File: config.mk
export PLATFORM = sky130hd
export DESIGN_NAME = baud_tick_gen
export DESIGN_NICKNAME = d
export VERILOG_FILES = /design/src/rtl/baud_gen_pkg.sv /design/src/rtl/baud_cfg_regs.sv /design/src/rtl/baud_prescaler.sv /design/src/rtl/baud_div_counter.sv /design/src/rtl/baud_tick_gen.sv
export SDC_FILE = /design/constraint.sdc
export NUM_CORES = 1
export LEC_CHECK = 0
export ABC_AREA = 1
export ABC_CLOCK_PERIOD_IN_PS = 3500
export BUFFER_PORTS_ARGS = -buffer_cell sky130_fd_sc_hd__buf_2
export CORE_AREA = 2 2 93 95
export CTS_BUF_LIST = sky130_fd_sc_hd__clkbuf_2
export DETAILED_ROUTE_END_ITERATION = 10
export DIE_AREA = 0 0 95 97
export HOLD_SLACK_MARGIN = 0.03
export PLACE_DENSITY = 0.92
export SLEW_MARGIN = 20
export SYNTH_ARGS = -nofsm -noshare
export SYNTH_HDL_FRONTEND = slang
export SYNTH_SLANG_ARGS = --single-unit
File: constraint.sdc
create_clock -name clk -period 3.5 [get_ports clk]
set_input_delay 0.875 -clock clk [delete_from_list [all_inputs] [get_ports clk]]
set_output_delay 0.875 -clock clk [all_outputs]
set_load 0.1 [all_outputs]
File: src/rtl/baud_gen_pkg.sv
package baud_gen_pkg;

  localparam int unsigned CLKDIV_W_DEF   = 16;
  localparam int unsigned BITDIV_W_DEF   = 8;
  localparam int unsigned PRE_LOG2_DEF   = 3;
  localparam int unsigned CLKDIV_MIN_DEF = 1;
  localparam int unsigned BITDIV_MIN_DEF = 4;
  localparam logic [15:0] CLKDIV_RST_DEF = 16'h028B;
  localparam logic [7:0]  BITDIV_RST_DEF = 8'h0F;

  typedef enum logic [1:0] {
    SEL_PRESCALE = 2'd0,
    SEL_CLKDIV   = 2'd1,
    SEL_BITDIV   = 2'd2,
    SEL_NONE     = 2'd3
  } cfg_sel_e;

endpackage

File: src/rtl/baud_cfg_regs.sv
module baud_cfg_regs #(
  parameter int unsigned DATA_W     = 32,
  parameter int unsigned CLKDIV_W   = 16,
  parameter int unsigned BITDIV_W   = 8,
  parameter int unsigned CLKDIV_MIN = 1,
  parameter int unsigned BITDIV_MIN = 4,
  parameter logic [CLKDIV_W-1:0] CLKDIV_RST = CLKDIV_W'(16'h028B),
  parameter logic [BITDIV_W-1:0] BITDIV_RST = BITDIV_W'(8'h0F)
) (
  input  logic                clk,
  input  logic                rst_n,
  input  logic                we,
  input  logic [1:0]          sel,
  input  logic [DATA_W-1:0]   wdata,
  output logic [DATA_W-1:0]   rdata,
  output logic                prescale_o,
  output logic [CLKDIV_W-1:0] clkdiv_o,
  output logic [BITDIV_W-1:0] bitdiv_o,
  output logic                restart_o
);
  import baud_gen_pkg::*;

  // Range checks applied after truncation to the field width
  function automatic logic clkdiv_legal(input logic [DATA_W-1:0] v);
    return v[CLKDIV_W-1:0] >= CLKDIV_W'(CLKDIV_MIN);
  endfunction

  function automatic logic bitdiv_legal(input logic [DATA_W-1:0] v);
    return v[BITDIV_W-1:0] >= BITDIV_W'(BITDIV_MIN);
  endfunction

  logic prescale_q;
  logic [CLKDIV_W-1:0] clkdiv_q;
  logic [BITDIV_W-1:0] bitdiv_q;

  logic wr_prescale, wr_clkdiv, wr_bitdiv;
  logic clkdiv_accept, bitdiv_accept;

  assign wr_prescale   = we && (cfg_sel_e'(sel) == SEL_PRESCALE);
  assign wr_clkdiv     = we && (cfg_sel_e'(sel) == SEL_CLKDIV);
  assign wr_bitdiv     = we && (cfg_sel_e'(sel) == SEL_BITDIV);
  assign clkdiv_accept = wr_clkdiv && clkdiv_legal(wdata);
  assign bitdiv_accept = wr_bitdiv && bitdiv_legal(wdata);

  // Restart event: the prescale select really changes
  assign restart_o = wr_prescale && (wdata[0] != prescale_q);

  always_ff @(posedge clk) begin
    if (!rst_n) begin
      prescale_q <= 1'b0;
      clkdiv_q   <= CLKDIV_RST;
      bitdiv_q   <= BITDIV_RST;
    end else begin
      if (wr_prescale)   prescale_q <= wdata[0];
      if (clkdiv_accept) clkdiv_q   <= wdata[CLKDIV_W-1:0];
      if (bitdiv_accept) bitdiv_q   <= wdata[BITDIV_W-1:0];
    end
  end

  always_comb begin
    rdata = '0;
    case (cfg_sel_e'(sel))
      SEL_PRESCALE: rdata[0]            = prescale_q;
      SEL_CLKDIV:   rdata[CLKDIV_W-1:0] = clkdiv_q;
      SEL_BITDIV:   rdata[BITDIV_W-1:0] = bitdiv_q;
      default:      rdata               = '0;
    endcase
  end

  assign prescale_o = prescale_q;
  assign clkdiv_o   = clkdiv_q;
  assign bitdiv_o   = bitdiv_q;

  // a rejected clock divisor write leaves the register untouched
  a_r2_clkdiv_kept: assert property (@(posedge clk) disable iff (!rst_n)
    (wr_clkdiv && !clkdiv_accept) |=> $stable(clkdiv_q));

  // the stored clock divisor never drops below its minimum
  a_r2_clkdiv_legal: assert property (@(posedge clk) disable iff (!rst_n)
    clkdiv_q >= CLKDIV_W'(CLKDIV_MIN));

  // a rejected bit divisor write leaves the register untouched
  a_r3_bitdiv_kept: assert property (@(posedge clk) disable iff (!rst_n)
    (wr_bitdiv && !bitdiv_accept) |=> $stable(bitdiv_q));

  // the stored bit divisor never drops below its minimum
  a_r3_bitdiv_legal: assert property (@(posedge clk) disable iff (!rst_n)
    bitdiv_q >= BITDIV_W'(BITDIV_MIN));

  // without a prescale write, the select holds
  a_r4_select_held: assert property (@(posedge clk) disable iff (!rst_n)
    !wr_prescale |=> $stable(prescale_q));

endmodule

File: src/rtl/baud_prescaler.sv
module baud_prescaler #(
  parameter int unsigned PRE_LOG2 = 3
) (
  input  logic clk,
  input  logic rst_n,
  input  logic divide_en,
  input  logic restart,
  output logic en_o
);
  logic [PRE_LOG2-1:0] pcnt_q;
  logic wrap;

  assign wrap = &pcnt_q;
  assign en_o = !restart && (divide_en ? wrap : 1'b1);

  always_ff @(posedge clk) begin
    if (!rst_n)         pcnt_q <= '0;
    else if (restart)   pcnt_q <= '0;
    else if (divide_en) pcnt_q <= pcnt_q + 1'b1;
  end

  // in divided mode two enables are never adjacent
  a_r4_prescale_gap: assert property (@(posedge clk) disable iff (!rst_n)
    (divide_en && en_o) |=> !en_o);

  // a restart leaves the prescaler at zero
  a_r8_prescale_cleared: assert property (@(posedge clk) disable iff (!rst_n)
    restart |=> (pcnt_q == '0));

endmodule

File: src/rtl/baud_div_counter.sv
module baud_div_counter #(
  parameter int unsigned LIM_W = 16,
  parameter logic [LIM_W-1:0] RST_LIM = LIM_W'(1)
) (
  input  logic             clk,
  input  logic             rst_n,
  input  logic             en,
  input  logic             restart,
  input  logic [LIM_W-1:0] next_lim,
  output logic             tick_o,
  output logic             reload_o
);
  logic [LIM_W-1:0] cnt_q;
  logic [LIM_W-1:0] lim_q;
  logic at_end;

  // Terminal count of the period in force
  function automatic logic is_last(input logic [LIM_W-1:0] c,
                                   input logic [LIM_W-1:0] l);
    return c == (l - 1'b1);
  endfunction

  assign at_end   = is_last(cnt_q, lim_q);
  assign tick_o   = en && !restart && at_end;
  assign reload_o = restart || tick_o;

  always_ff @(posedge clk) begin
    if (!rst_n) begin
      cnt_q <= '0;
      lim_q <= RST_LIM;
    end else if (reload_o) begin
      cnt_q <= '0;
      lim_q <= next_lim;
    end else if (en) begin
      cnt_q <= cnt_q + 1'b1;
    end
  end

  // the count stays inside the period in force
  a_r5_count_in_range: assert property (@(posedge clk) disable iff (!rst_n)
    cnt_q < lim_q);

  // the limit only moves at a reload
  a_r7_limit_held: assert property (@(posedge clk) disable iff (!rst_n)
    !reload_o |=> $stable(lim_q));

  // a restart clears the count
  a_r8_count_cleared: assert property (@(posedge clk) disable iff (!rst_n)
    restart |=> (cnt_q == '0));

endmodule

File: src/rtl/baud_tick_gen.sv
module baud_tick_gen #(
  parameter int unsigned DATA_W     = 32,
  parameter int unsigned CLKDIV_W   = baud_gen_pkg::CLKDIV_W_DEF,
  parameter int unsigned BITDIV_W   = baud_gen_pkg::BITDIV_W_DEF,
  parameter int unsigned PRE_LOG2   = baud_gen_pkg::PRE_LOG2_DEF,
  parameter int unsigned CLKDIV_MIN = baud_gen_pkg::CLKDIV_MIN_DEF,
  parameter int unsigned BITDIV_MIN = baud_gen_pkg::BITDIV_MIN_DEF,
  parameter logic [CLKDIV_W-1:0] CLKDIV_RST = CLKDIV_W'(baud_gen_pkg::CLKDIV_RST_DEF),
  parameter logic [BITDIV_W-1:0] BITDIV_RST = BITDIV_W'(baud_gen_pkg::BITDIV_RST_DEF)
) (
  input  logic              clk,
  input  logic              rst_n,
  input  logic              cfg_we,
  input  logic [1:0]        cfg_sel,
  input  logic [DATA_W-1:0] cfg_wdata,
  output logic [DATA_W-1:0] cfg_rdata,
  output logic              sample_tick,
  output logic              bit_tick
);
  localparam int unsigned BITLIM_W = BITDIV_W + 1;
  localparam logic [BITLIM_W-1:0] BITLIM_RST = {1'b0, BITDIV_RST} + 1'b1;

  // Bit period length in sample ticks
  function automatic logic [BITLIM_W-1:0] bit_limit(input logic [BITDIV_W-1:0] d);
    return {1'b0, d} + 1'b1;
  endfunction

  logic                prescale;
  logic [CLKDIV_W-1:0] clkdiv;
  logic [BITDIV_W-1:0] bitdiv;
  logic                restart;
  logic                pre_en;
  logic                sample_reload;
  logic                bit_reload;

  baud_cfg_regs #(
    .DATA_W(DATA_W), .CLKDIV_W(CLKDIV_W), .BITDIV_W(BITDIV_W),
    .CLKDIV_MIN(CLKDIV_MIN), .BITDIV_MIN(BITDIV_MIN),
    .CLKDIV_RST(CLKDIV_RST), .BITDIV_RST(BITDIV_RST)
  ) u_regs (
    .clk(clk), .rst_n(rst_n), .we(cfg_we), .sel(cfg_sel), .wdata(cfg_wdata),
    .rdata(cfg_rdata), .prescale_o(prescale), .clkdiv_o(clkdiv),
    .bitdiv_o(bitdiv), .restart_o(restart)
  );

  baud_prescaler #(.PRE_LOG2(PRE_LOG2)) u_pre (
    .clk(clk), .rst_n(rst_n), .divide_en(prescale), .restart(restart),
    .en_o(pre_en)
  );

  baud_div_counter #(.LIM_W(CLKDIV_W), .RST_LIM(CLKDIV_RST)) u_sample_cnt (
    .clk(clk), .rst_n(rst_n), .en(pre_en), .restart(restart),
    .next_lim(clkdiv), .tick_o(sample_tick), .reload_o(sample_reload)
  );

  baud_div_counter #(.LIM_W(BITLIM_W), .RST_LIM(BITLIM_RST)) u_bit_cnt (
    .clk(clk), .rst_n(rst_n), .en(sample_tick), .restart(restart),
    .next_lim(bit_limit(bitdiv)), .tick_o(bit_tick), .reload_o(bit_reload)
  );

  // a bit tick always coincides with a sample tick
  a_r6_bit_on_sample: assert property (@(posedge clk) disable iff (!rst_n)
    bit_tick |-> sample_tick);

  // no tick leaves the block in a restart cycle
  a_r8_quiet_restart: assert property (@(posedge clk) disable iff (!rst_n)
    restart |-> !(sample_tick || bit_tick));

  // the bit counter reloads only on a sample reload
  a_r7_bit_reload_aligned: assert property (@(posedge clk) disable iff (!rst_n)
    bit_reload |-> sample_reload);

endmodule

Word-level counts from Yosys, hierarchy flattened
Cells that the tools add are included.
- bits in registers: 78
- output and inout port bits: 34
- logic and storage cells: 45
- add/subtract/negate cells: 6
- magnitude comparators: 2
- equality and inequality tests: 5
- mux-type cells: 4
- bitwise operators: 1
- reduce and logical (&&, ||, !) cells: 19
- operators by type and width (cell ; number):
    adder 16 x 1 -> 16 bit (second input constant) ; 1
    equality test 16 bit ; 1
    >= comparator 16 x 1 -> 1 bit (second input constant) ; 1
    subtractor 16 x 1 -> 16 bit (second input constant) ; 1
    one-hot mux 7 bit (2 select lines) ; 1
    logical AND 1 bit ; 11
    adder 8 x 1 -> 9 bit (second input constant) ; 1
    adder 9 x 1 -> 9 bit (second input constant) ; 1
    equality test 9 bit ; 1
    subtractor 9 x 1 -> 9 bit (second input constant) ; 1
    >= comparator 8 x 3 -> 1 bit (second input constant) ; 1
    two-way mux 8 bit ; 1
    OR reduction 2 bit ; 3
    adder 3 x 1 -> 3 bit (second input constant) ; 1
    one-hot mux 1 bit (3 select lines) ; 1
    AND reduction 3 bit ; 1
    equality test 2 x 1 -> 1 bit (second input constant) ; 1
    equality test 2 bit (second input constant) ; 1
    zero test 2 bit ; 1
    logical OR 1 bit ; 2
    zero test 1 bit ; 1
    two-way mux 1 bit ; 1
    inequality test 1 bit ; 1
    inverter 1 bit ; 1

Logic depth before layout (Yosys ltp)
Gate-level depths: netlist of run 1.
- word-level depth: 11
- mapped depth: 18
- gate-level depth less buffers: 17

By module
A second synthesis of run 1 with hierarchy kept.
- cell total of the unflattened synthesis: 750
- area, all modules: 5042.3 um^2
- modules (own cells, without submodules) (module ; times used ; cells an instance ; area an instance (um^2) ; seq. area each (um^2)):
    baud_div_counter (u_sample_cnt) ; 1 ; 306 ; 2057.0 ; 640.6
    baud_cfg_regs ; 1 ; 222 ; 1486.4 ; 500.5
    baud_div_counter (u_bit_cnt) ; 1 ; 171 ; 1198.6 ; 360.3
    baud_prescaler ; 1 ; 21 ; 150.1 ; 60.1
    baud_tick_gen ; 1 ; 30 ; 150.1 ; 0.0

Worst setup path after synthesis of run 1
No wires, ideal clock.
- path type: input-to-output
- from: input cfg_sel[1]
- to: output cfg_rdata[1]
- data arrival time: 3.138 ns
- path slack: -0.513 ns
- cell stages on the path: 6
- path through: inv_1 > ha_1 > clkbuf_1 > clkbuf_1 > nand2_1 > a21oi_1
- word-level cells in the longest chain between the ends: 2
- elaborated cells on any way between the ends: 3
- those cells by class: eq/ne (2); mux (1)
- RTL lines (element ; line ; source):
    from (decl) ; baud_tick_gen.sv:14 ; input logic [1:0] cfg_sel,
    equality test 2 bit / equality test 2 x 1 -> 1 bit (equally long branches) ; baud_cfg_regs.sv:62 ; case (cfg_sel_e'(sel))
    one-hot mux 7 bit (2 select lines) * ; baud_cfg_regs.sv:62 ;
    to (decl) ; baud_tick_gen.sv:16 ; output logic [DATA_W-1:0] cfg_rdata,
Every way passes the cells marked *; elsewhere a longest branch is shown, timed or not.

Worst setup path after layout of run 1
- from: input cfg_sel[1]
- to: output bit_tick
- word-level cells in the longest chain between the ends: 9
- RTL lines (element ; line ; source):
    zero test 2 bit * ; baud_cfg_regs.sv:39 ; assign wr_prescale = we && (cfg_sel_e'(sel) == SEL_PRESCALE);
    logical AND 1 bit * ; baud_cfg_regs.sv:39 ;
    logical AND 1 bit * ; baud_cfg_regs.sv:46 ; assign restart_o = wr_prescale && (wdata[0] != prescale_q);
    zero test 1 bit * ; baud_prescaler.sv:14, baud_div_counter.sv:24 ;
    logical AND 1 bit ; baud_prescaler.sv:14 ; assign en_o = !restart && (divide_en ? wrap : 1'b1);
    logical AND 1 bit (2 in series) ; baud_div_counter.sv:24 ; assign tick_o = en && !restart && at_end;
    logical AND 1 bit * (2 in series) ; baud_div_counter.sv:24 ;
    to (decl) ; baud_tick_gen.sv:18 ; output logic bit_tick
Marks and branches as above.

==> results, run 1 <==
- Port buffering added 38 buffers.
- The critical path launch point is cfg_sel[1].
- After detailed routing, the number of vias per cell comes to 5.19.
- The synthesized netlist devotes 7.05% of its cell area to compound gates.
- The HPWL after detailed placement is 7.77 mm.
- The stage delay of the slowest cell on the critical path is 180 ps.
- A synthesized cell averages 6.52 µm².
- Dividing the detail-routed wire length by the instance count gives 11.7 µm.
- The top cell types in the final layout, fill and taps aside, are sky130_fd_sc_hd__nand2_1, sky130_fd_sc_hd__nor2_1, sky130_fd_sc_hd__inv_1, sky130_fd_sc_hd__dfxtp_1, sky130_fd_sc_hd__nand3_1.
- In this run, synthesis inferred 0 flip-flops with an integrated enable.
- The starting density of the core is 58.9%.
- Clock latency on the worst-skew pair, taken at its later pin, is 550 ps.
- The tightest min-delay check is of the register to register type.
- The first-pass detailed-route iteration total is 5.
- For the pin with the worst max-slew slack, the measured transition is 544 ps.
- The synthesis-to-finish area growth is 10.0%.
- The final-report max-slew violation count was 0.
- The arrival time of the worst setup path is 2490 ps.
- The largest family of logic cells by synthesized area is simple AND/OR/NAND/NOR gates.
- The flow ran to the end, and the final reports show no timing, DRC or antenna violations.
- The initial antenna violation count came to 0.
- The critical path endpoint category is a primary output.
- In this run the vertical extent of the chip is 97 µm.
- The highest fanout seen on the critical path is 4.
- In the synthesized netlist, the number of instances is 735.
- For this run the aggregate overflow at the end of global routing stands at 0.
- After synthesis, the share of cell area in mux cells is 0%.
- The cell sitting at the root of the clock tree is a sky130_fd_sc_hd__clkbuf_2.
- The via count of the first global-routing pass is 4047.
- The dominant register cell in the synthesized netlist is sky130_fd_sc_hd__dfxtp_1.
- Timing would allow up to 0.297 GHz.
- Headroom to the max-slew limit came out at 63.5%.
- TritonCTS built the clock tree.
- The floorplan die area is 9220 µm².
- The most common library cell in the layout ignoring fill and taps is sky130_fd_sc_hd__nand2_1.
- The class of the most critical setup path is primary input to primary output.
- The boundary pin count is 71.
- The number of warning messages in the yosys log is 0.
- After the first detailed-routing iteration, the DRC count stood at 299.
- Traced cell by cell, the critical path runs through buf_2, inv_1, ha_2, nand2_2, inv_1, nand2_1, nor2_1, buf_4, nor2_4, nand3_2, nor2_1, nand3_1, nor2_4, nand3_4, clkinvlp_4, buf_12.
- The last weighted congestion value of the routability-driven placer is 0.931.
- The standard cell core area is 8130 µm².
- The total leakage power is 2.44 nW.
- The area share of fa/ha/maj cells after synthesis is 2.87%.
- Dividing total power by cell area gives a power density of 347 nW/µm².
- The hold violation count in the final report is 0.
- The longest clock path from root to sink contains 2 buffers.
- The tool flagged a number of max-cap violations equal to 0.
- Counting both buffers and inverters, the worst setup path holds a total of 6.
- The number of antenna diodes in the final layout is 0.
- Counting flops with an async set or reset pin after synthesis yields a share of 0%.
- After clock tree synthesis, the clock-pin slew on the worst setup and hold paths is 220 ps.
- In this run the cell area of the synthesized design comes to 4790 µm².
- The vias after detailed routing is 4580.
- The maximum number of pins on one net before global-route repair is 38.
- Clock tree synthesis inserted a total of 9 buffers.
- After detailed routing, the total wire length is 10.4 mm.
- The final setup skew is 22.7 ps.
- Cells with a size suffix above 1 make up 13.5% of the layout.
- The startpoint identified for the worst register-to-register timing path is u_sample_cnt.lim_q[1].
- The cell count after placement is 866.
- Sequential elements use 32.6% of the synthesized area.
- The smallest hold slack is 486 ps.
- The first-pass GRT wire length is 17.8 mm.
- The required time of the critical path is 2620 ps.
- The remaining design rule violation count is 0.
- The nature of the critical path startpoint is a primary input.
- The die boundary width is 95 µm.
- The minimum period implied by the final worst setup slack is 3360 ps.
- The share of the clock period used by the worst path after layout is 96.1%.
- Leaving out filler cells and counting taps, the final layout contains 883.
- The hold path startpoint is u_pre.pcnt_q[1].
- The net total in the final layout is 821.
- The tree built by TritonCTS fans out to 78 sinks.
- The worst-case IR drop observed on VDD is 0.000237 V.
- Setup violations remaining at the end of the flow were counted as 0.
- The distinct cell type count of the synthesized netlist is 33.
- In this run the number of H-tree levels came out at 3.
- Counting flops and latches in the post-synthesis netlist gives 78.
- The highest-delay cell along the critical path is sky130_fd_sc_hd__nor2_4.
- The count of nets left with antenna violations once routing finished came out at 0.
- The cell type group with the largest total delay on the critical path is simple AND/OR/NAND/NOR gates.
- The row count is 33.
- Of the total synthesized cell area, the portion taken by XOR and XNOR cells is 8.23%.
- Of the total synthesized cell area, the portion taken by AND, OR, NAND and NOR gates is 38.3%.
- Global routing used 23.4% of the available tracks across all layers.
-- repair_timing --
| item | CTS | global route |
|---|---|---|
| hold buffers | 0 | 0 |
| resized for setup | 0 | 14 |
| endpoints found under the setup margin | 0 | 2 |
| buffers inserted | 0 | 1 |
-- worst reg2reg max path: cells and delay by family (launching register included) --
kind | cells | cell delay [ps]
buf+inv | 2 | 310
fa+ha+maj | 1 | 180
flops | 1 | 380
simple gates | 11 | 1480
-- final cells by class --
cell class | instances | area (µm²)
clock buffers | 9 | 45.0
fillers | 715 | 2860
repair buffers | 47 | 303
well taps | 105 | 131
inverters | 80 | 308
multi-input cells | 557 | 2840
clock inverters | 7 | 80.1
flip-flops and latches | 78 | 1570
-- metrics by stage --
stage          setup WS, ps  util [%]  TNS [ps]  area [µm²]  power [W]
2_1_floorplan          51.6         -         0        4880    0.00125
3_3_place_gp            120      62.5         0        5090    0.00129
3_5_place_dp           64.4      62.5         0        5090    0.00130
4_1_cts                32.5      64.1         0        5210    0.00182
5_1_grt               -7.31      64.8     -7.31        5270    0.00190
6_report                137      64.8         0        5270    0.00183
-- logic make-up (layout without fill, tap and decap cells) --
family                   after synthesis  count (layout)
AND/OR/NAND/NOR                      422             422
buffers and inverters                115             143
flip-flops                            78              78
AO/OA/AOI/OAI                         63              63
XOR/XNOR                              45              45
adder cells (fa/ha/maj)               11              11
other                                  1              16
-- power by group --
group	switching (W)	leakage [nW]	internal, W
clock	0.000357	0.0752	0.000177
sequential	0.0000279	0.633	0.000917
combinational	0.000263	1.73	0.0000842
-- state kept, by name, indices dropped and copies added (netlist names) --
name	cells
u_pre.pcnt_q	3
u_bit_cnt.lim_q	9
u_bit_cnt.cnt_q	9
u_sample_cnt.lim_q	16
u_regs.bitdiv_o	8
u_sample_cnt.cnt_q	16
u_regs.prescale_o	1
u_regs.clkdiv_o	16
-- path summary, 6_finish.rpt --
kind / slack [ps] / cells past startpoint / end
max: 140 / 16 / bit_tick
min: 490 / 2 / u_pre.pcnt_q[1]
max reg2reg: 1070 / 14 / u_sample_cnt.cnt_q[15]
min reg2reg: 490 / 2 / u_pre.pcnt_q[1]
-- cell usage after synthesis (all sizes together) (11+ instances only) --
master,n,area share (%)
buf,23,3.7
nor2,120,10
nand2,209,17
xnor2,12,2.2
nand4,19,2.5
nand3,57,6.2
xor2,33,6.0
clkbuf,12,0.94
dfxtp,78,33
inv,79,6.2
a21oi,36,3.8
ha,11,2.9
o21ai,20,2.2
-- routing by layer --
metal	up-vias	global-route usage [%]	part of all wire, %
met5	-	0	0
li1	2373	-	-
met4	0	9.36	2.3
met3	26	3.19	5.3
met1	2026	32.0	47
met2	155	37.1	46
(Power assumes the default switching activity.)
==> run 2, diff against run 1 <==
Settings changed: ABC_AREA 1 to not set, PLACE_DENSITY 0.92 to 0.9.
==> results, run 2 <==
- The flow ran to the end, but the final reports show violations.
- The final reports fail on negative setup slack.
- The most used routing layer is met2.
- The worst reg2reg path depth is 9.
- Setup violations remaining at the end of the flow were counted as 2.
- The library cells used most frequently in the layout, excluding fill and tap cells, are sky130_fd_sc_hd__dfxtp_1, sky130_fd_sc_hd__nand2_1, sky130_fd_sc_hd__mux2i_1, sky130_fd_sc_hd__buf_2.
- In this run the post-CTS setup repair buffer count came out at 0.
- The worst setup slack after layout is -757 ps.
- The most common library cell in the layout ignoring fill and taps is sky130_fd_sc_hd__dfxtp_1.
- The maximum count of clock buffers along a single path is 2.
- The arrival time of the worst setup path is 3380 ps.
- The floorplan die area is 9220 µm².
- The total wirelength of the detailed-routed design is 11.0 mm.
- The synthesis-to-finish area growth is 12.4%.
- The final route contains 4292 vias.
- The final-report max-slew violation count is 0.
- The slew of the pin with the lowest slew margin is 931 ps.
- Headroom to the max-slew limit came out at 37.5%.
- The post-synthesis sequential element count is 78.
- The number of buffer cells added on primary ports is 38.
- Once detailed placement completed, the half-perimeter wirelength came to 8.15 mm.
- The share of the yosys chip area belonging to registers is 33.3%.
- The share of Yosys cell area claimed by the top area cell type is 33.3%.
- After layout, the minimum clock period comes to 4260 ps.
- The initial antenna violation count is 0.
- The share of post-route cells with drive strength above 1 is 19.3%.
- In this run the static leakage power is 2.32 nW.
- The cts-stage hold buffer count is 0.
- The most frequent cell after synthesis is sky130_fd_sc_hd__dfxtp_1.
- The combined flip-flop and latch cell area is 1560 µm².
- The worst hold path belongs to the class register to register.
- Counting instances, the worst hold path has a depth of 2.
- The met2 global-route usage is 41.7%.
- The clock sink count is 78.
- The placed instances occupy a cell area of 5120 µm².
- The via count of the first global-routing pass is 4093.
- The cell count after placement is 701.
- Synthesis produced a netlist whose cell count is 561.
- Entering global routing, the biggest net connects 47 pins.
- The first global-routing pass estimated 18.8 mm of wire.
- After detailed routing, the number of remaining DRC violations is 0.
- The H-tree depth is 3.
- The cell area after layout is 5270 µm².
- After filler insertion, the fill cell instance count of the layout stands at 622.
- For the worst-skew pair, the clock arrives at the later sink with an insertion delay of 560 ps.
- 71 I/O pins were placed.
- The floorplan step set the die height to 97 µm.
- The number of buffers created by CTS is 9.
- The initialized floorplan defines 33 standard-cell rows.
- The last weighted congestion value of the routability-driven placer is 0.918.
- Once layout is complete, the cells apart from fillers number 717.
- The summed instance area of the synthesized netlist is 4690 µm².
- The distinct cell type count of the synthesized netlist is 57.
- The count of max-cap constraint violations is 0.
- The violation count after the first detailed-route iteration is 430.
- Before antenna repair, the detailed router went through 9 iterations.
- The hold violation count in the final report is 0.
- The final setup skew is 41.3 ps.
- Dividing the detail-routed wire length by the instance count gives 15.4 µm.
- The met3 track utilization from global routing is 4.13%.
- The standard cell core area is 8130 µm².
- In the routed layout, each cell is associated on average with a via count of 5.99.
- STA puts the critical path data required time at 2620 ps.
- Setup repair after global routing could not meet its margin everywhere.
- Each instance of the synthesized netlist takes up on average 8.35 µm².
- The die boundary width is 95 µm.
- TritonCTS built the clock tree.
- The area taken by multi-input logic gates is 2920 µm².
- The nature of the critical path startpoint is a register.
- The number of antenna-violating nets in the routed design is 0.
- For this run, asynchronously set or reset flops after synthesis account for 0%.
- The total inserted antenna cells is 0.
- The number of warning messages in the yosys log is 0.
- The highest achievable clock rate is 0.235 GHz.
- The post-layout utilization of the core is 64.7%.
- The cell chosen for the clock root is sky130_fd_sc_hd__clkbuf_2.
- The net total in the final layout is 655.
- Along the worst path, the maximum fanout reaches 3.
- The number of enable flip-flop cells after synthesis is 0.
- Ranked by total cell area, the synthesized netlist is headed by sky130_fd_sc_hd__dfxtp_1, sky130_fd_sc_hd__mux2i_1, sky130_fd_sc_hd__nand2_1.
- Of all cell types, the one taking the most synthesized area is sky130_fd_sc_hd__dfxtp_1.
- The worst setup path is captured at a primary output.
- The dominant register cell in the synthesized netlist is sky130_fd_sc_hd__dfxtp_1.
- Global routing consumed, on the met1 layer, 31.8% of the routing resources.
- The clock transition at the registers of the reported paths is 290 ps.
- Global routing consumed, over all layers together, 25.0% of the routing resources.
- For this run the aggregate overflow at the end of global routing stands at 0.
- The worst-case IR drop observed on VDD is 0.000252 V.
- The commonest cells after synthesis are sky130_fd_sc_hd__dfxtp_1, sky130_fd_sc_hd__nand2_1, sky130_fd_sc_hd__mux2i_1.
- Dividing the final minimum period by the clock period gives 122%.
- The class of the most critical setup path is register to primary output.
- Once the floorplan was initialized, standard cells occupied 57.6% of the core.
- The areal power density over the cells is 331 nW/µm².
## run 2: through the flow
step / worst slack (ps) / setup TNS (ps) / hold slack, ps / total power, W
finish: -757 / -1460 / 490 / 0.00174
global route: -921 / -1800 / 496 / 0.00180
CTS: -792 / -1530 / 495 / 0.00175
detailed placement: -249 / -850 / 473 / 0.00125
global placement: -156 / -245 / 464 / 0.00124
floorplan: -603 / -934 / 443 / 0.00120
## run 2: power breakdown
| part | switching [W] | internal, W | leakage [nW] | total (W) |
|---|---|---|---|---|
| combinational | 0.000223 | 0.0000839 | 1.61 | 0.000307 |
| clock | 0.000385 | 0.000119 | 0.0712 | 0.000505 |
| sequential | 0.0000233 | 0.000910 | 0.632 | 0.000933 |
| total | 0.000631 | 0.00111 | 2.32 | 0.00174 |
## run 2: area by class of cell
cell class,instances,area share [%]
Inverter,16,1.14
Clock buffer,9,0.855
Clock inverter,7,1.43
Multi-Input combinational cell,430,55.4
Timing Repair Buffer,72,9.03
Sequential cell,78,29.7
Tap cell,105,2.49
## run 2: metal layers
| metal | share of wire (%) | vias to the layer above |
|---|---|---|
| li1 | - | 2030 |
| met2 | 49 | 215 |
| met1 | 42 | 2001 |
| met3 | 5.8 | 46 |
| met5 | 0 | - |
| met4 | 3.3 | 0 |
## run 2: worst max-delay path: stages (launching register included)
cell and delay, ps:
sky130_fd_sc_hd__dfxtp_2 390, sky130_fd_sc_hd__or4_4 540, sky130_fd_sc_hd__or4_4 550, sky130_fd_sc_hd__a2111oi_4 330
sky130_fd_sc_hd__nand4_1 130, sky130_fd_sc_hd__or4_4 490, sky130_fd_sc_hd__nor3_4 180, sky130_fd_sc_hd__buf_12 200
## run 2: path summary, 6_finish.rpt
| kind | start | slack (ps) | end |
|---|---|---|---|
| worst max-delay path | u_sample_cnt.lim_q[8] | -760 | bit_tick |
| worst min-delay path | u_regs.clkdiv_o[8] | 490 | u_sample_cnt.lim_q[8] |
| worst max register to register | u_sample_cnt.lim_q[8] | 100 | u_bit_cnt.lim_q[8] |
| worst min register to register | u_regs.clkdiv_o[8] | 490 | u_sample_cnt.lim_q[8] |
## run 2: logic make-up (layout without fill, tap and decap cells)
group | after synthesis | after routing | share of synthesized area (%)
DFF | 78 | 78 | 33.3
other | 1 | 16 | 0.0800
adders and majority gates | 11 | 11 | 2.94
xor gates and xnor gates | 53 | 53 | 9.91
buffers and inverters | 68 | 104 | 7.08
AOI/OAI and AO/OA | 72 | 72 | 11.8
muxes | 40 | 40 | 8.65
and+or+nand+nor | 238 | 238 | 26.2
## run 2: what timing repair did
action / in CTS / in global routing
resized for setup: 3 / 4
pin swaps: 1 / 1
endpoints found under the setup margin: 18 / 33
==> run 3, diff against run 2 <==
Settings changed: ABC_CLOCK_PERIOD_IN_PS 3500 to 3650, CAP_MARGIN set to 20, CORE_AREA 2 2 93 95 to 2 2 97 99, DIE_AREA 0 0 95 97 to 0 0 99 101, PLACE_DENSITY 0.9 to 0.87, SETUP_SLACK_MARGIN set to 0.05.
Clock period 3.5 ns to 3.65 ns, I/O delays scaled along.
==> results, run 3 (synthesized netlist as in run 2, its figures left out) <==
- The initial antenna violation count is 0.
- TritonCTS built the clock tree.
- The starting density of the core is 52.2%.
- The analysis attributes to net switching a power of 0.000587 W.
- The pre-CTS setup slack is -109 ps.
- The synthesis-to-finish area growth is 12.5%.
- The cts-stage hold buffer count is 0.
- The area taken by multi-input logic gates is 2900 µm².
- CTS saw 78 sinks.
- Clock-pin slew was measured on the worst setup and hold paths at 260 ps.
- The final-report max-slew violation count came to 0.
- For the pin with the worst max-slew slack, the measured transition is 981 ps.
- In this run the static leakage power is 2.32 nW.
- The setup TNS is -1100 ps.
- The most common library cell in the layout ignoring fill and taps is sky130_fd_sc_hd__dfxtp_1.
- In the layout the commonest cells are sky130_fd_sc_hd__dfxtp_1, sky130_fd_sc_hd__nand2_1, sky130_fd_sc_hd__mux2i_1, sky130_fd_sc_hd__buf_2, sky130_fd_sc_hd__nor2_1.
- Summing all placed instances gives a cell area of 5110 µm².
- Summing all flip-flop and latch instances after layout gives 1570 µm².
- The first global-routing pass estimated 18.2 mm of wire.
- The standard cell core area is 8980 µm².
- In this run the critical register-to-register path is captured at u_bit_cnt.lim_q[4].
- Summed over all layers, the routed wires come to 10.7 mm.
- Data on the critical path arrives at its endpoint at 3320 ps.
- In this run the horizontal extent of the chip is 99 µm.
- IR analysis of the VDD net gives a maximum drop of 0.000309 V.
- The switching power as a share of total power is 34.2%.
- The total inserted antenna cells is 0.
- At the later pin of the worst-skew pair, clock insertion delay measures 540 ps.
- The checks that failed: negative setup slack.
- The most critical setup path has its endpoint at bit_tick.
- The worst relative slew slack is 34.1%.
- The class of the most critical setup path is register to primary output.
- The share of the clock period used by the worst path after layout is 116%.
- In the routed layout, each cell is associated on average with a via count of 5.78.
- The total overflow reported by the global router is 0.
- The maximum count of clock buffers along a single path is 2.
- The highest achievable clock rate is 0.236 GHz.
- The last weighted congestion value of the routability-driven placer is 0.885.
- The finished cells cover 5270 µm².
- In this run the power density over the cells is 325 nW/µm².
- The all-layer global routing usage is 22.0%.
- The clock network is responsible for 31.0% of the overall power.
- The setup violation total in the final timing report is 2.
- The worst setup slack after layout is -580 ps.
- The startpoint of the lowest-slack register-to-register path is u_sample_cnt.lim_q[1].
- The internal power summed over all cells is 0.00113 W.
- Dividing the detail-routed wire length by the instance count gives 14.8 µm.
- For this run, design rule violations remaining after detail routing come to 0.
- The smallest hold slack is 469 ps.
- The tool flagged a number of max-cap violations equal to 0.
- The via count of the first global-routing pass was 3950.
- The run finished, with violations left.
- The nature of the critical path startpoint is a register.
- 71 I/O pins were placed.
- The critical path endpoint category is a primary output.
- The portion of total power attributed to sequential cells is 52.2%.
- The HPWL after detailed placement is 8.05 mm.
- The row count is 35.
- The final setup skew is 42.0 ps.
- Overall power consumption after layout is estimated at 0.00172 W.
- The net total in the final layout is 654.
- The critical path launch point is u_sample_cnt.lim_q[1].
- The cell sitting at the root of the clock tree is a sky130_fd_sc_hd__clkbuf_2.
- The hold violation count in the final report is 0.
- For flop-to-flop paths, the worst setup slack is 200 ps.
- The maximum number of pins on one net before global-route repair is 71.
- Per report_power, the combinational group accounts for 16.8% of the total.
- The worst hold path class is register to register.
- In this run the remaining antenna-violating nets after routing total 0.
- Setup repair after global routing could not meet its margin everywhere.
- Counting the buffers created by CTS gives 9.
- Of all nets on the critical path, the largest fanout is 4.
- The required time of the critical path is 2740 ps.
- The worst reg2reg path depth is 9.
- The worst path in the final design needs a cycle of 4230 ps, including I/O delays and setup.
- Port buffering added 38 buffers.
- The first routing iteration left 298 violations.
- The vias after detailed routing is 4171.
- The floorplan step set the die height to 101 µm.
- Before antenna repair, the detailed router went through 5 iterations.
- The filler cells instantiated in the layout total 742.
- In this run the number of H-tree levels came out at 3.
- The post-route netlist has 18.8% of its cells at a drive strength greater than 1.
- The floorplan die area is 10000 µm².
run 3: changes by cell type in the layout (fill, tap and decap cells not counted), sizes merged:
cell	change
clkinv	-1
bufinv	+1
buf	-1
run 3: per-layer routing:
metal,track usage [%],wire (µm),up-vias
met5,0,0,-
met4,9.80,377,0
met3,3.33,557,40
met2,38.8,5260,172
met1,26.4,4470,1934
li1,-,-,2025
run 3: cell type report:
class | instances | share of cell area [%]
clock buffers | 9 | 0.855
clock inverters | 7 | 1.69
inverters | 16 | 1.14
multi-input cells | 430 | 55.1
flip-flops and latches | 78 | 29.7
well taps | 111 | 2.64
repair buffers | 71 | 8.88
run 3: worst max-delay path, stage by stage, from the launching register on:
cell                        delay [ps]
sky130_fd_sc_hd__dfxtp_2           400
sky130_fd_sc_hd__or4_1             580
sky130_fd_sc_hd__or4_4             520
sky130_fd_sc_hd__a2111oi_4         320
sky130_fd_sc_hd__nand4_1           110
sky130_fd_sc_hd__or4_4             480
sky130_fd_sc_hd__nor3_4            170
sky130_fd_sc_hd__buf_12            200
run 3: power by group through the flow:
stage                     registers, W  logic (W)  clock network (W)
after floorplan               0.000903   0.000248                  0
after global placement        0.000909   0.000280                  0
after detailed placement      0.000910   0.000286                  0
after CTS                     0.000895   0.000287           0.000530
after global routing          0.000899   0.000308           0.000571
final                         0.000896   0.000288           0.000532
run 3: through the flow:
stage,cells,utilization (%)
2_1_floorplan,576,-
3_3_place_gp,705,56.9
3_5_place_dp,705,56.9
4_1_cts,722,58.6
5_1_grt,722,58.7
6_report,722,58.7
run 3: worst min-delay path by stage:
stage	slack, ps	startpoint	to	depth (start not counted)
after global routing	500	u_regs.clkdiv_o[8]	u_sample_cnt.lim_q[8]	2
after CTS	480	u_regs.clkdiv_o[2]	u_sample_cnt.lim_q[2]	2
after detailed placement	460	u_regs.clkdiv_o[8]	u_sample_cnt.lim_q[8]	2
after floorplan	440	u_regs.clkdiv_o[10]	u_sample_cnt.lim_q[10]	2
after global placement	460	u_regs.clkdiv_o[8]	u_sample_cnt.lim_q[8]	2
final	470	u_regs.clkdiv_o[2]	u_sample_cnt.lim_q[2]	2
run 3: timing repair:
| item | CTS | global route |
|---|---|---|
| gates resized for setup | 2 | 3 |
| pin swaps | 1 | 1 |
| setup endpoints to repair | 2 | 2 |
| buffers inserted | 1 | 0 |
